$ cat src/rtl/dst_addr_filter.sv
module dst_addr_filter #(
  parameter logic [31:0] CRC_POLY = 32'h04C11DB6
) (
  input  logic        clk,
  input  logic        rst_n,
  input  logic        promisc_i,
  input  logic        bcast_en_i,
  input  logic        mcast_en_i,
  input  logic [47:0] sta_addr_i,
  input  logic [63:0] mcast_mask_i,
  input  logic        byte_valid_i,
  input  logic        first_i,
  input  logic [7:0]  byte_i,
  output logic        done_o,
  output logic        accept_o,
  output logic [5:0]  hash_o
);

  localparam logic [2:0] LAST = 3'd5;
  localparam logic [2:0] IDLE = 3'd6;

  function automatic logic [31:0] crc_step8(input logic [31:0] c, input logic [7:0] d);
    logic [31:0] r;
    logic        cy;
    r = c;
    for (int i = 0; i < 8; i++) begin
      cy = r[31] ^ d[i];
      r  = {r[30:0], 1'b0};
      if (cy) r = (r ^ CRC_POLY) | 32'd1;
    end
    return r;
  endfunction

  logic [2:0]  cnt_q;
  logic [31:0] crc_q;
  logic        bc_q, mc_q, uc_q;
  logic        done_q, acc_q;
  logic [5:0]  hash_q;

  logic        take, last;
  logic [2:0]  pos;
  logic [7:0]  sta_byte;
  logic [31:0] crc_nx;
  logic        bc_nx, mc_nx, uc_nx, verdict;

  assign take = byte_valid_i && (first_i || (cnt_q != 3'd0 && cnt_q <= LAST));
  assign pos  = first_i ? 3'd0 : cnt_q;
  assign last = take && pos == LAST;

  always_comb begin
    case (pos)
      3'd0:    sta_byte = sta_addr_i[7:0];
      3'd1:    sta_byte = sta_addr_i[15:8];
      3'd2:    sta_byte = sta_addr_i[23:16];
      3'd3:    sta_byte = sta_addr_i[31:24];
      3'd4:    sta_byte = sta_addr_i[39:32];
      default: sta_byte = sta_addr_i[47:40];
    endcase
  end

  assign crc_nx = crc_step8(first_i ? 32'hFFFF_FFFF : crc_q, byte_i);
  assign bc_nx  = (first_i || bc_q) && byte_i == 8'hFF;
  assign mc_nx  = first_i ? byte_i[0] : mc_q;
  assign uc_nx  = (first_i || uc_q) && byte_i == sta_byte;

  always_comb begin
    if (promisc_i)  verdict = 1'b1;
    else if (bc_nx) verdict = bcast_en_i;
    else if (mc_nx) verdict = mcast_en_i && mcast_mask_i[crc_nx[31:26]];
    else            verdict = uc_nx;
  end

  always_ff @(posedge clk or negedge rst_n) begin
    if (!rst_n) begin
      cnt_q  <= IDLE;
      crc_q  <= '1;
      bc_q   <= 1'b0;
      mc_q   <= 1'b0;
      uc_q   <= 1'b0;
      done_q <= 1'b0;
      acc_q  <= 1'b0;
      hash_q <= '0;
    end else begin
      done_q <= last;
      acc_q  <= last && verdict;
      hash_q <= last ? crc_nx[31:26] : 6'd0;
      if (take) begin
        cnt_q <= pos + 3'd1;
        crc_q <= crc_nx;
        bc_q  <= bc_nx;
        mc_q  <= mc_nx;
        uc_q  <= uc_nx;
      end
    end
  end

  assign done_o   = done_q;
  assign accept_o = acc_q;
  assign hash_o   = hash_q;

  a_r6_single_pulse: assert property (@(posedge clk) disable iff (!rst_n)
    done_o |=> !done_o);
  a_r6_quiet_verdict: assert property (@(posedge clk) disable iff (!rst_n)
    !done_o |-> !accept_o);
  a_r1_promisc_accepts: assert property (@(posedge clk) disable iff (!rst_n)
    done_o && $past(promisc_i) |-> accept_o);
  a_r5_unicast_needs_match: assert property (@(posedge clk) disable iff (!rst_n)
    accept_o && $past(!promisc_i && !bcast_en_i && !mcast_en_i) |-> $past(byte_i == sta_addr_i[47:40]));
  a_r7_done_follows_byte: assert property (@(posedge clk) disable iff (!rst_n)
    done_o |-> $past(byte_valid_i));

endmodule

$ cat config.mk
export PLATFORM = sky130hd
export DESIGN_NAME = dst_addr_filter
export DESIGN_NICKNAME = d
export VERILOG_FILES = /design/src/rtl/dst_addr_filter.sv
export SDC_FILE = /design/constraint.sdc
export NUM_CORES = 1
export LEC_CHECK = 0
export ABC_AREA = 1
export CAP_MARGIN = 20
export CORE_ASPECT_RATIO = 0.6
export CORE_UTILIZATION = 55
export CTS_CLUSTER_DIAMETER = 120
export CTS_CLUSTER_SIZE = 16
export DETAILED_ROUTE_END_ITERATION = 10
export DONT_BUFFER_PORTS = 1
export GPL_TIMING_DRIVEN = 0
export MAX_ROUTING_LAYER = met4
export PLACE_DENSITY = 0.81
export RECOVER_POWER = 25
export SYNTH_ARGS = -nofsm -noshare
export SYNTH_HDL_FRONTEND = slang
export SYNTH_SLANG_ARGS = --single-unit
$ cat constraint.sdc
create_clock -name clk -period 7 [get_ports clk]
set_input_delay 0.35 -clock clk [delete_from_list [all_inputs] [get_ports clk]]
set_output_delay 0.35 -clock clk [all_outputs]
set_load 0.03 [all_outputs]
**Word level (Yosys, flattened, before mapping)**

Index checks and enable logic that the tools add are counted.

- Bits of input ports: 127
- Memories kept: 0
- Bits in read-only memories: 0
- Word-level logic and storage cells: 64
- Bits in registers: 46
- Latch bits: 0
- RAM bits: 0

- Muxes and demuxes: 18
- Reduce and logical (&&, ||, !) cells: 12
- Bitwise gates (word level): 16
- Add/sub/neg operators: 1
- Equal/unequal tests: 7
- Magnitude comparators: 2
- Divide/modulo/power cells: 0
- Shift operators: 0
- Multiply operators: 0

Operators by type and width:

| operator | number |
|---|---|
| $mux 27 | 8 |
| $not 13->13 | 8 |
| $pmux 8 s5 | 1 |
| $mux 32 | 1 |
| $eq 8x8->1 | 1 |
| $eq 8x8->1 const B | 1 |
| $xor 1x1->1 | 8 |
| $logic_and 1x1->1 | 7 |
| $lt 6x7->1 const B | 1 |
| $bmux 1 s6 | 1 |
| $eq 3x2->1 const B | 2 |
| $eq 3x3->1 const B | 2 |
| $mux 6 | 1 |
| $mux 1 | 5 |
| $add 3x1->3 const B | 1 |
| $eq 3x1->1 const B | 1 |
| $le 3x3->1 const B | 1 |
| $logic_not 3->1 | 1 |
| $logic_or 1x1->1 | 3 |
| $mux 3 | 1 |
| $reduce_bool 3->1 | 1 |

**Logic depth before layout (Yosys ltp)**

Gate-level depths: netlist of run 1.

- Word-level depth: 24
- Gate-level depth with buffers: 22
- Gate-level depth less buffers: 21

**Least setup slack after synthesis of run 1**

Ideal clock, no wire load.

- Path type: reg-to-reg
- Start point: register crc_q[27]
- End point: register acc_q (netlist: accept_o)
- Arrival: 2.091 ns
- Stages on the path, launching flop included: 18
- Path buffers: 2
- Period minus slack after synthesis: 2.216 ns
- Slack: 4.784 ns
- Library setup time: 0.124 ns
- Path through: dfstp_2 -> nor2_2 -> xor2_2 -> nand3_1 -> nand2_1 -> nand2_4 -> buf_6 -> buf_6 -> nand3_1 -> nand3_1 -> nand3_1 -> nand3_1 -> nand3_1 -> nand3_1 -> nand3_1 -> nand2_1 -> nand2_1 -> a21oi_2

- Longest elaborated chain between the ends: 14

Ends and longest elaborated chain:

| item | RTL line | source |
|---|---|---|
| start, declared | 35 | `logic [31:0] crc_q;` |
| start signal, assigned | 89 | `crc_q <= crc_nx;` |
| $mux 32 (*) | 61 | `assign crc_nx = crc_step8(first_i ? 32'hFFFF_FFFF : crc_q, byte_i);` |
| $xor 1x1->1 (*) | 27 | `cy = r[31] ^ d[i];` |
| $mux 27 (*) | 29 | `if (cy) r = (r ^ CRC_POLY) \| 32'd1;` |
| $mux 27 (2 in a row) | 29 |  |
| $not 13->13 (no source line) | -- |  |
| $mux 27 | 29 |  |
| $bmux 1 s6 (*) | 69 | `else if (mc_nx) verdict = mcast_en_i && mcast_mask_i[crc_nx[31:26]];` |
| $mux 1 (not written as such) (*) | 69 |  |
| $logic_and 1x1->1 (*) | 69 |  |
| $mux 1 (*) | 69 |  |
| $mux 1 (*) | 68 | `else if (bc_nx) verdict = bcast_en_i;` |
| $mux 1 (*) | 67 | `if (promisc_i) verdict = 1'b1;` |
| $logic_and 1x1->1 (*) | 85 | `acc_q <= last && verdict;` |
| end signal, assigned | 85 |  |
| end, declared | 37 | `logic done_q, acc_q;` |

Every way passes the cells marked *; elsewhere a longest branch is shown, timed or not. The select of a mux whose other input is x is not followed.
A chain may end at the register's enable or synchronous reset.

**Worst setup path after layout of run 1**

- Start point: register crc_q[31]
- End point: register acc_q (netlist: accept_o)

- Longest elaborated chain between the ends: 16
- Elaborated cells between the ends (all ways): 19

Ends and longest elaborated chain:

| item | RTL line |
|---|---|
| $mux 32 (*) | 61 |
| $xor 1x1->1 (*) | 27 |
| $mux 27 (*) | 29 |
| $not 13->13 (no source line) | -- |
| $mux 27 (3 in a row) | 29 |
| $not 13->13 (no source line) | -- |
| $mux 27 | 29 |
| $bmux 1 s6 (*) | 69 |
| $mux 1 (not written as such) (*) | 69 |
| $logic_and 1x1->1 (*) | 69 |
| $mux 1 (*) | 69 |
| $mux 1 (*) | 68 |
| $mux 1 (*) | 67 |
| $logic_and 1x1->1 (*) | 85 |

Marked as above.

==> impl_summary.log, run 1 <==
INFO  metric setup-tns-final = 0 ps
INFO  metric timing.critical_path.to_type = register
INFO  metric placed_area = 0.00423 mm2
INFO  metric vdd.ir_drop.worst = 0.189 mV
INFO  metric largest_net_degree_at_the_start_of_global_routing = 47
INFO  metric detail_route.drc_violations = 0
INFO  metric netlist.area_leader.share = 0.218
INFO  metric netlist_area_pre_place = 0.00410 mm2
INFO  metric critical_path.max_fanout = 7
INFO  metric grt.overflow.total = 0
INFO  metric ctsHoldBuffers = 2
INFO  metric insertedDiodeCount = 0
INFO  metric die_w = 114 um
INFO  metric timing_worst_slew_pin_value = 2520 ps
INFO  metric yosys_register_bits = 46
INFO  metric routed-via-count = 4,070
INFO  metric min_delay_path_depth = 2
INFO  metric cts-resized-gates = 0
INFO  metric postSynthCellCount = 585
INFO  metric pin_count = 135
INFO  metric cts.sinks = 46
INFO  metric fp-row-count = 23
INFO  metric post-layout-total-power = 2.17 mW
INFO  metric cts_buffers = 5
INFO  metric core_region_area = 0.00694 mm2
INFO  metric cts_max_path_buffers = 2
INFO  metric time_the_worst_path_needs_with_i_o_delays_and_setup = 2930 ps
INFO  metric slowest_stage = sky130_fd_sc_hd__xor2_1
INFO  metric drv_slew = 47
INFO  metric area_delta_synth_final = 6.98%
INFO  metric cp_data_arrival_time = 3150 ps
INFO  metric synthDistinctLibCells = 41
INFO  metric violated_checks = max-capacitance violations, max-slew violations
INFO  metric nets = 721
INFO  metric ys_top_cells_by_count = sky130_fd_sc_hd__nand2_1, sky130_fd_sc_hd__nand3_1, sky130_fd_sc_hd__inv_1
INFO  metric cts-htree-levels = 2
INFO  metric most_used_standard_cell_by_instance_count_after_synthesis = sky130_fd_sc_hd__nand2_1
INFO  metric clkTransAtPathRegs = 60 ps
INFO  metric synth.area.top_cells = sky130_fd_sc_hd__dfstp_2, sky130_fd_sc_hd__nand2_1, sky130_fd_sc_hd__nand3_1, sky130_fd_sc_hd__xor2_1, sky130_fd_sc_hd__dfrtp_1
INFO  metric worst-r2r-setup-slack = 4070 ps
INFO  metric maxCapViolations = 1
INFO  metric drive_gt1_frac = 0.165
INFO  metric die_h = 68.9 um
INFO  metric criticalPathCategory = register to register
INFO  metric drt_first_iter_violations = 383
INFO  metric buffers_inserted_by_post_cts_timing_repair = 0
INFO  metric timing_hold_violations_final = 0
INFO  metric synth_top_flop_cell = sky130_fd_sc_hd__dfstp_2
INFO  metric dp_hpwl = 8.87 mm
INFO  metric port_buffers = 0
INFO  metric skew = 7.01 ps
INFO  metric cell_type_contributing_the_most_total_cell_area_after_synthesis = sky130_fd_sc_hd__dfstp_2
INFO  metric synth_edf_count = 0
INFO  metric wl = 11.7 mm
INFO  metric period_share = 0.419
INFO  metric rsz0062_at_grt = false
INFO  metric first_global_vias = 3,350
INFO  metric static-leakage-power = 2.06 nW
INFO  metric run_status = finished with violations
INFO  metric grt_first_pass_wirelength = 17.4 mm
INFO  metric seq_area_frac_synth = 0.291
INFO  metric critical_path_required = 7220 ps
INFO  metric tritoncts_clock_tree = yes
INFO  metric r2r.worst_path.cells = 13
INFO  metric global_placement_routability_congestion = 0.942
INFO  metric async_flop_share = 1.00
INFO  metric detail_route.vias_per_cell = 5.86
INFO  metric postRouteAntennaNets = 0
INFO  metric firstDrtPassIters = 4
INFO  metric timing.critical_path.slowest_cell_delay = 580 ps
INFO  metric worst_slew_margin_rel = -0.681
INFO  metric design.die.area = 0.00782 mm2
INFO  metric worstReg2RegEnd = accept_o
INFO  metric timing.hold.worst.start = promisc_i
INFO  metric p_per_area = 494 mW/mm2
INFO  metric crit_chain = nor2_2 -> xor2_1 -> nand2_1 -> nand2_1 -> xor2_1 -> inv_1 -> nand3_1 -> nand3_1 -> nand3_1 -> nand3_1 -> nand2_1 -> nand2_1 -> a21oi_2
INFO  metric post_route_design_area = 0.00439 mm2
INFO  metric worst_skew_pair.late_latency = 300 ps
INFO  metric worst_hold_path_type = input port to register
INFO  metric syn_nets = 712
INFO  metric synthesis.yosys.warnings = 0
INFO  metric max_freq = 0.341 GHz
INFO  metric final-setup-viol-count = 0
INFO  metric antenna_violations_before_repair = 0
INFO  metric start_util = 0.592
INFO  metric cts.root.buffer_cell = sky130_fd_sc_hd__clkbuf_16
INFO  metric timing.rr.start = crc_q[31]
INFO  metric n_fill_cell = 630
INFO  metric hold_end = accept_o
INFO  metric grt_use_total = 0.308
INFO  metric avgSynthCellArea = 7.01 um2
INFO  metric setup.worst_path.start_class = register
INFO  metric detail_route.wl_per_cell = 16.8 um
-- per-stage QoR --
stage	instances	setup WS (ps)	hold WS (ps)	util
2_1_floorplan	585	4780	54.4	-
3_5_place_dp	685	4170	55.3	0.610
3_3_place_gp	685	4200	55.3	0.610
4_1_cts	695	4160	230	0.636
5_1_grt	695	3710	251	0.633
6_report	695	4070	237	0.633
-- logic make-up (layout without fill, tap and decap cells) --
logic type,count (synthesis),after routing,synth area share
flops,46,46,0.291
compound gates,65,65,0.0951
simple gates,325,325,0.364
buf+inv,83,93,0.0945
xor+xnor,66,66,0.156
-- flip-flops by register name, summed over array words and instances, names as in the netlist --
| signal | count |
|---|---|
| crc_q | 32 |
| hash_o | 6 |
| cnt_q | 3 |
| accept_o | 1 |
| bc_q | 1 |
| done_o | 1 |
| mc_q | 1 |
| uc_q | 1 |
-- power breakdown --
group,internal (mW),switching [mW]
registers,0.445,0.0719
logic,0.504,0.900
clock network,0.142,0.105
-- cell usage in the layout (no fill, tap or decap), drive strengths merged --
cell	n
xnor2	11
nand4	2
inv	60
dfrtp	12
buf	13
nor2	52
dlygate4sd3	1
clkinv	2
nor4	1
or2	3
xor2	55
a211oi	1
a221oi	2
a21oi	3
o221ai	1
o21ai	42
clkbuf	17
nor3	2
nand3b	3
o2111ai	1
dfstp	34
a31oi	4
o21bai	1
nand3	108
a21boi	1
o22ai	7
nand2	154
o2111a	2
-- layer usage --
layer | wire, um | up-vias | global-route usage
li1 | - | 1906 | -
met3 | 1090 | 11 | 0.0647
met2 | 5010 | 202 | 0.438
met5 | 0 | - | -
met4 | 123 | 0 | 0.0740
met1 | 5460 | 1951 | 0.444
-- layout make-up --
| class | instances | area, um2 | area share |
|---|---|---|---|
| sequential | 46 | 1190 | 0.272 |
| timing repair buffer | 2 | 13.8 | 0.00314 |
| multi-input combinational | 456 | 2520 | 0.574 |
| clock inverter | 1 | 5.00 | 0.00114 |
| clock buffer | 7 | 143 | 0.0325 |
| tap | 100 | 125 | 0.0285 |
| inverter | 61 | 231 | 0.0527 |
| buffer | 22 | 156 | 0.0356 |
-- worst max-delay path, delay by kind of cell (launching register included) --
| family | cells | cell delay [ps] |
|---|---|---|
| buf+inv | 1 | 190 |
| simple gates | 9 | 930 |
| flops | 1 | 540 |
| xor+xnor | 2 | 1080 |
| compound gates | 1 | 110 |
-- how the worst max path moves through the flow --
stage | start | end | slack (ps)
3_3_place_gp | crc_q[31] | accept_o | 4200
2_1_floorplan | crc_q[27] | accept_o | 4780
6_report | crc_q[31] | accept_o | 4070
4_1_cts | crc_q[31] | accept_o | 4160
5_1_grt | rst_n | cnt_q[0] | 3710
3_5_place_dp | crc_q[31] | accept_o | 4170
Note: power is estimated with default switching activity, not from simulation.
==> run 2: changes to the inputs <==
--- a/config.mk
+++ b/config.mk
@@ -15,7 +15,7 @@
 export DONT_BUFFER_PORTS = 1
 export GPL_TIMING_DRIVEN = 0
 export MAX_ROUTING_LAYER = met4
-export PLACE_DENSITY = 0.81
+export PLACE_DENSITY = 0.84
 export RECOVER_POWER = 25
 export SYNTH_ARGS = -nofsm -noshare
 export SYNTH_HDL_FRONTEND = slang
==> constraint.sdc (replaced) <==
create_clock -name clk -period 2.4 [get_ports clk]
set_input_delay 0.12 -clock clk [delete_from_list [all_inputs] [get_ports clk]]
set_output_delay 0.12 -clock clk [all_outputs]
set_load 0.03 [all_outputs]
==> impl_summary.log, run 2 (same netlist as run 1, synthesis figures left out) <==
INFO  metric timing_hold_violations_final = 1 (+1)
INFO  metric cp_data_arrival_time = 2770 ps (-380 ps)
INFO  metric vdd.ir_drop.worst = 0.666 mV (+250%)
INFO  metric timing.critical_path.slowest_cell_delay = 560 ps (-20 ps)
INFO  metric detail_route.vias_per_cell = 6.23 (+6.4%)
INFO  metric violated_checks = negative hold slack, negative setup slack
INFO  metric dp_hpwl = 8.99 mm (+1.4%)
INFO  metric antenna_violations_before_repair = 0 (unchanged)
INFO  metric insertedDiodeCount = 0 (unchanged)
INFO  metric worst-r2r-setup-slack = -140 ps (-4210 ps)
INFO  metric cts_buffers = 5 (unchanged)
INFO  metric time_the_worst_path_needs_with_i_o_delays_and_setup = 2540 ps (-393 ps)
INFO  metric final_common_cell = sky130_fd_sc_hd__nand2_1
INFO  metric worst_skew_pair.late_latency = 300 ps (about the same)
INFO  metric tritoncts_clock_tree = yes
INFO  metric post_route_design_area = 0.00500 mm2 (+14%)
INFO  metric timing_worst_slew_pin_value = 1150 ps (-1370 ps)
INFO  metric static-leakage-power = 2.30 nW (+12%)
INFO  metric pin_count = 135 (unchanged)
INFO  metric die_w = 114 um (unchanged)
INFO  metric port_buffers = 0 (unchanged)
INFO  metric cts.sinks = 46 (unchanged)
INFO  metric detail_route.drc_violations = 0 (unchanged)
INFO  metric clkTransAtPathRegs = 70 ps (about the same)
INFO  metric maxUsedRoutingLayer = met4
INFO  metric critical_path_required = 2630 ps (-4590 ps)
INFO  metric cts-htree-levels = 2 (unchanged)
INFO  metric cp.buffers_inverters = 2 (+1)
INFO  metric cpMostUsedCell = sky130_fd_sc_hd__nand3_1
INFO  metric largest_register = crc_q
INFO  metric start_util = 0.592 (unchanged)
INFO  metric rsz0062_at_grt = true
INFO  metric nets = 750 (+4.0%)
INFO  metric post-layout-total-power = 7.53 mW (+250%)
INFO  metric run_status = finished with violations
INFO  metric final_cell_mix = sky130_fd_sc_hd__nand2_1, sky130_fd_sc_hd__nand3_1, sky130_fd_sc_hd__inv_1, sky130_fd_sc_hd__xor2_1, sky130_fd_sc_hd__o21ai_0
INFO  metric p_per_area = 1500 mW/mm2 (+200%)
INFO  metric routed-via-count = 4,513 (+11%)
INFO  metric largest_net_degree_at_the_start_of_global_routing = 47 (unchanged)
INFO  metric postRouteAntennaNets = 0 (unchanged)
INFO  metric dp_slack = -472 ps (-4640 ps)
INFO  metric drt_first_iter_violations = 617 (+61%)
INFO  metric max_freq = 0.394 GHz (+16%)
INFO  metric fp-row-count = 23 (unchanged)
INFO  metric critical-path-top-delay-family = simple AND/OR/NAND/NOR gates
INFO  metric cts_max_path_buffers = 2 (unchanged)
INFO  metric final-setup-viol-count = 1 (+1)
INFO  metric worst_slack = -136 ps (-4210 ps)
INFO  metric grt_use_total = 0.326 (+0.0181)
INFO  metric cts.root.buffer_cell = sky130_fd_sc_hd__clkbuf_16
INFO  metric worst_hold_path_type = input port to register
INFO  metric r2r.worst_path.cells = 20 (+7)
INFO  metric placed_area = 0.00423 mm2 (unchanged)
INFO  metric slowest_stage = sky130_fd_sc_hd__dfstp_2
INFO  metric hold_ws = -0.369 ps (-237 ps)
INFO  metric wl_met1 = 5.24 mm (-3.9%)
INFO  metric setup-tns-final = -136 ps (-136 ps)
INFO  metric core_region_area = 0.00694 mm2 (unchanged)
INFO  metric criticalPathCategory = register to register
INFO  metric grt_first_pass_wirelength = 18.7 mm (+7.7%)
INFO  metric drive_gt1_frac = 0.258 (+0.0933)
INFO  metric first_global_vias = 3,697 (+10%)
INFO  metric met3RoutedLength = 1.83 mm (+69%)
INFO  metric min_delay_path_depth = 2 (unchanged)
INFO  metric amount_of_wire_on_met2_after_detailed_routing = 6.14 mm (+23%)
INFO  metric area_delta_synth_final = 22.0%
INFO  metric period_share = 1.06 (+0.638)
INFO  metric design.die.area = 0.00782 mm2 (unchanged)
INFO  metric setup.worst_path.start_class = register
INFO  metric maxCapViolations = 0 (-1)
INFO  metric final-instance-count-excl-fill = 724 (+4.2%)
INFO  metric critical_path.max_fanout = 6 (-1)
INFO  metric crit_cells = 20 (+7)
INFO  metric wl = 13.5 mm (+16%)
INFO  metric worst_slew_margin_rel = 0.233 (+0.914)
INFO  metric grt.overflow.total = 0 (unchanged)
INFO  metric dp.cells = 685 (unchanged)
INFO  metric drv_slew = 0 (-100%)
INFO  metric die_h = 68.9 um (unchanged)
INFO  metric crit_chain = nor2_1 -> nand2_2 -> nand2_4 -> nand2_4 -> nand2_1 -> nand2_2 -> nand2_4 -> nand2_8 -> buf_8 -> buf_8 -> nand3_1 -> nand3_1 -> nand3_2 -> nand3_1 -> nand3_1 -> nand3_2 -> nand3_2 -> nand2_1 -> nand2_1 -> a21oi_2
INFO  metric global_placement_routability_congestion = 0.924 (-2.0%)
INFO  metric final_core_util = 0.722 (+0.0888)
INFO  metric largest_register_ff_count = 32 (unchanged)
INFO  metric detail_route.wl_per_cell = 18.7 um (+11%)
INFO  metric firstDrtPassIters = 8 (+4)
INFO  metric timing.critical_path.to_type = register
INFO  metric n_fill_cell = 486 (-23%)
INFO  metric skew = 6.38 ps (-0.634 ps)
run 2: changes by cell type in the layout (fill, tap and decap cells not counted), moves of 3 or more:
cell                        previous run  this run
sky130_fd_sc_hd__nor2_4                0         7
sky130_fd_sc_hd__buf_4                 3        25
sky130_fd_sc_hd__nand3_2               3        15
sky130_fd_sc_hd__clkbuf_16             5         8
sky130_fd_sc_hd__buf_8                 0         5
sky130_fd_sc_hd__nand2_2               6         9
sky130_fd_sc_hd__nand3_1             105        92
sky130_fd_sc_hd__xor2_4                2         6
sky130_fd_sc_hd__xor2_1               50        45
sky130_fd_sc_hd__nand2_4               5         8
sky130_fd_sc_hd__nand2_1             143       136
sky130_fd_sc_hd__nor2_1               41        36
run 2: final cells by class:
type                    count  area [um2]  share of cell area
clock inverters             2        37.5             0.00750
repair buffers             30         278              0.0555
well taps                 100         125              0.0250
clock buffers               6         129              0.0258
multi-input cells         457        2800               0.559
inverters                  61         244              0.0488
plain buffers              22         199              0.0398
flip-flops and latches     46        1190               0.238
run 2: path summary, 6_finish.rpt:
check	startpoint	end
max in group asynchronous	rst_n	hash_o[2]
min in group asynchronous	rst_n	cnt_q[0]
worst min register to register	crc_q[21]	crc_q[21]
worst max register to register	crc_q[28]	accept_o
worst min-delay path	promisc_i	accept_o
worst max-delay path	crc_q[28]	accept_o
run 2: power by group:
part / total [mW] / internal (mW) / switching [mW]
logic: 5.19 / 2.00 / 3.18
clock network: 0.811 / 0.492 / 0.318
registers: 1.53 / 1.30 / 0.231
total: 7.53 / 3.79 / 3.73
run 2: repair_timing:
item,4_1_cts,5_1_grt
setup buffers,9,16
pin swaps,7,25
hold endpoints to repair,46,0
endpoints found under the setup margin,8,8
hold buffers,2,0
gates resized for setup,19,50
cloned,0,4
run 2: routing by layer:
layer | vias to the layer above | global-route usage
met1 | 2147 | 0.462
met3 | 49 | 0.0752
met5 | - | -
met4 | 0 | 0.0938
li1 | 1967 | -
met2 | 350 | 0.463
==> run 3: changes to the inputs <==
--- a/config.mk
+++ b/config.mk
@@ -17,6 +17,8 @@
 export MAX_ROUTING_LAYER = met4
 export PLACE_DENSITY = 0.84
 export RECOVER_POWER = 25
+export REMOVE_ABC_BUFFERS = 1
+export SKIP_CTS_REPAIR_TIMING = 1
 export SYNTH_ARGS = -nofsm -noshare
 export SYNTH_HDL_FRONTEND = slang
 export SYNTH_SLANG_ARGS = --single-unit
==> impl_summary.log, run 3 (same netlist as run 1, synthesis figures left out) <==
INFO  metric run_status = finished with violations
INFO  metric violated_checks = negative setup slack
INFO  metric final_cell_mix = sky130_fd_sc_hd__nand2_1, sky130_fd_sc_hd__nand3_1, sky130_fd_sc_hd__inv_1, sky130_fd_sc_hd__xor2_1, sky130_fd_sc_hd__o21ai_0
INFO  metric seqPwrFrac = 0.194 (-0.009)
INFO  metric cts.root.buffer_cell = sky130_fd_sc_hd__clkbuf_16
INFO  metric insertedDiodeCount = 0 (unchanged)
INFO  metric critical_path_required = 2610 ps (-20 ps)
INFO  metric netSwitchingPower = 4.06 mW (+8.8%)
INFO  metric cts.sinks = 46 (unchanged)
INFO  metric timing_hold_violations_final = 0 (-1)
INFO  metric post_route_design_area = 0.00520 mm2 (+3.9%)
INFO  metric start_util = 0.592 (unchanged)
INFO  metric grt_use_total = 0.301 (-0.0252)
INFO  metric nets = 755 (+0.67%)
INFO  metric maxCapViolations = 0 (unchanged)
INFO  metric die_h = 68.9 um (unchanged)
INFO  metric r2r.worst_path.cells = 18 (-10%)
INFO  metric p_int = 3.84 mW (+1.1%)
INFO  metric global_placement_routability_congestion = 0.876 (-5.2%)
INFO  metric die_w = 114 um (unchanged)
INFO  metric grt.overflow.total = 0 (unchanged)
INFO  metric pin_count = 135 (unchanged)
INFO  metric firstDrtPassIters = 8 (unchanged)
INFO  metric worst_slack = -226 ps (-89.8 ps)
INFO  metric largest_net_degree_at_the_start_of_global_routing = 47 (unchanged)
INFO  metric detail_route.drc_violations = 0 (unchanged)
INFO  metric final-instance-count-excl-fill = 729 (+0.69%)
INFO  metric period_share = 1.09 (+0.0374)
INFO  metric worstReg2RegEnd = accept_o
INFO  metric first_global_vias = 3,691 (-0.16%)
INFO  metric min_delay_path_depth = 3 (+1)
INFO  metric drt_first_iter_violations = 852 (+38%)
INFO  metric cp_data_arrival_time = 2840 ps (+70 ps)
INFO  metric fp-row-count = 23 (unchanged)
INFO  metric static-leakage-power = 2.36 nW (+2.4%)
INFO  metric placed_area = 0.00411 mm2 (-2.9%)
INFO  metric core_region_area = 0.00694 mm2 (unchanged)
INFO  metric hold_end = cnt_q[1]
INFO  metric rsz0062_at_grt = true
INFO  metric largest_register = crc_q
INFO  metric final-setup-viol-count = 3 (+2)
INFO  metric design.die.area = 0.00782 mm2 (unchanged)
INFO  metric largest_register_ff_count = 32 (unchanged)
INFO  metric worst_skew_pair.late_latency = 300 ps (about the same)
INFO  metric timing.critical_path.to_type = register
INFO  metric detail_route.vias_per_cell = 6.45 (+3.4%)
INFO  metric postRouteAntennaNets = 0 (unchanged)
INFO  metric drive_gt1_frac = 0.289 (+0.0313)
INFO  metric grt_first_pass_wirelength = 17.5 mm (-6.6%)
INFO  metric setup-tns-final = -248 ps (-112 ps)
INFO  metric drv_slew = 0 (unchanged)
INFO  metric antenna_violations_before_repair = 0 (unchanged)
INFO  metric vdd.ir_drop.worst = 0.945 mV (+42%)
INFO  metric routed-via-count = 4,700 (+4.1%)
INFO  metric area_delta_synth_final = 26.7%
INFO  metric final_common_cell = sky130_fd_sc_hd__nand2_1
INFO  metric wl = 14.9 mm (+10%)
INFO  metric cts-htree-levels = 2 (unchanged)
INFO  metric criticalPathCategory = register to register
INFO  metric timing.rr.start = crc_q[29]
INFO  metric power.combinational.fraction = 0.718 (+0.029)
INFO  metric cts_max_path_buffers = 2 (unchanged)
INFO  metric timing.hold.worst.start = first_i
INFO  metric netSwitchingFraction = 0.514 (+0.0182)
INFO  metric setup.worst_path.start_class = register
INFO  metric clockPowerShare = 0.088 (-0.020)
INFO  metric critical_path.max_fanout = 16 (+10)
INFO  metric worst_hold_path_type = input port to register
INFO  metric p_per_area = 1520 mW/mm2 (+1.0%)
INFO  metric max_freq = 0.381 GHz (-3.4%)
INFO  metric skew = 12.1 ps (+5.70 ps)
INFO  metric dp_hpwl = 8.10 mm (-10%)
INFO  metric tritoncts_clock_tree = yes
INFO  metric port_buffers = 0 (unchanged)
INFO  metric timing_worst_slew_pin_value = 1180 ps (+31.1 ps)
INFO  metric time_the_worst_path_needs_with_i_o_delays_and_setup = 2630 ps (+89.8 ps)
INFO  metric worst-r2r-setup-slack = -230 ps (-90 ps)
INFO  metric dp.cells = 665 (-2.9%)
INFO  metric detail_route.wl_per_cell = 20.4 um (+9.3%)
INFO  metric clkTransAtPathRegs = 70 ps (about the same)
INFO  metric cts_buffers = 5 (unchanged)
INFO  metric worst_slew_margin_rel = 0.212 (-0.0208)
==> run 3: changes by cell type in the layout (fill, tap and decap cells not counted), moves of 3 or more <==
cell / before / now
sky130_fd_sc_hd__buf_8: 5 / 1
sky130_fd_sc_hd__nand2_8: 2 / 11
sky130_fd_sc_hd__inv_2: 5 / 8
sky130_fd_sc_hd__buf_6: 8 / 5
sky130_fd_sc_hd__buf_4: 25 / 35
sky130_fd_sc_hd__nand3_2: 15 / 12
sky130_fd_sc_hd__nand2_1: 136 / 132
sky130_fd_sc_hd__nand3_4: 1 / 5
sky130_fd_sc_hd__clkbuf_1: 10 / 1
==> run 3: final cells by class <==
type                            instances  area (um2)
Fill cell                             448        1740
Timing Repair Buffer                   47         442
Clock buffer                            6         129
Multi-Input combinational cell        466        3040
Inverter                               61         258
Clock inverter                          2        10.0
Tap cell                              100         125
Sequential cell                        46        1190
Timing Repair inverter                  1        5.00
==> run 3: how the worst max path moves through the flow <==
stage                    from        end  slack, ps  depth (start not counted)
finish              crc_q[29]   accept_o       -230                         18
global route        crc_q[29]   accept_o       -360                         18
CTS                 crc_q[27]   accept_o       -860                         16
detailed placement  crc_q[27]   accept_o       -840                         16
global placement     cnt_q[1]   accept_o      -2020                          8
floorplan            cnt_q[1]  hash_o[0]       -730                          8
==> run 3: routing by layer <==
layer | track usage | wire length [um] | vias up
met5 | - | 0 | -
met4 | 0.0822 | 824 | 0
met3 | 0.0586 | 1960 | 126
met2 | 0.493 | 6560 | 423
met1 | 0.388 | 5550 | 2154
li1 | - | - | 1997
==> run 3: stage by stage <==
| stage | setup WS (ps) | hold WS, ps | util | total power [mW] |
|---|---|---|---|---|
| finish | -226 | 13.2 | 0.750 | 7.90 |
| global route | -360 | 21.1 | 0.750 | 8.29 |
| CTS | -860 | -488 | 0.612 | 5.91 |
| detailed placement | -840 | -175 | 0.592 | 5.22 |
| global placement | -2020 | -175 | 0.587 | 5.03 |
| floorplan | -728 | -176 | - | 4.40 |
==> run 3: worst max-delay path: stages (launching register included) <==
cell and delay (ps):
sky130_fd_sc_hd__dfstp_2 560, sky130_fd_sc_hd__nor2_1 60, sky130_fd_sc_hd__nand2_2 120, sky130_fd_sc_hd__nand2_4 110, sky130_fd_sc_hd__nand2_1 130, sky130_fd_sc_hd__nand3_2 130, sky130_fd_sc_hd__nand2_2 130, sky130_fd_sc_hd__nand2_4 120
sky130_fd_sc_hd__nand2_8 140, sky130_fd_sc_hd__clkinv_8 100, sky130_fd_sc_hd__nand3_1 100, sky130_fd_sc_hd__nand3_1 100, sky130_fd_sc_hd__nand3_1 150, sky130_fd_sc_hd__nand3_2 90, sky130_fd_sc_hd__nand3_2 80, sky130_fd_sc_hd__nand3_2 90
sky130_fd_sc_hd__nand2_1 80, sky130_fd_sc_hd__nand2_1 60, sky130_fd_sc_hd__a21oi_2 170
==> run 3: power groups by stage <==
stage | clock, mW | combinational [mW] | sequential [mW]
after CTS | 0.685 | 3.73 | 1.50
after detailed placement | 0 | 3.71 | 1.51
final | 0.694 | 5.67 | 1.53
after global placement | 0 | 3.55 | 1.49
after floorplan | 0 | 2.95 | 1.45
after global routing | 0.729 | 6.00 | 1.56
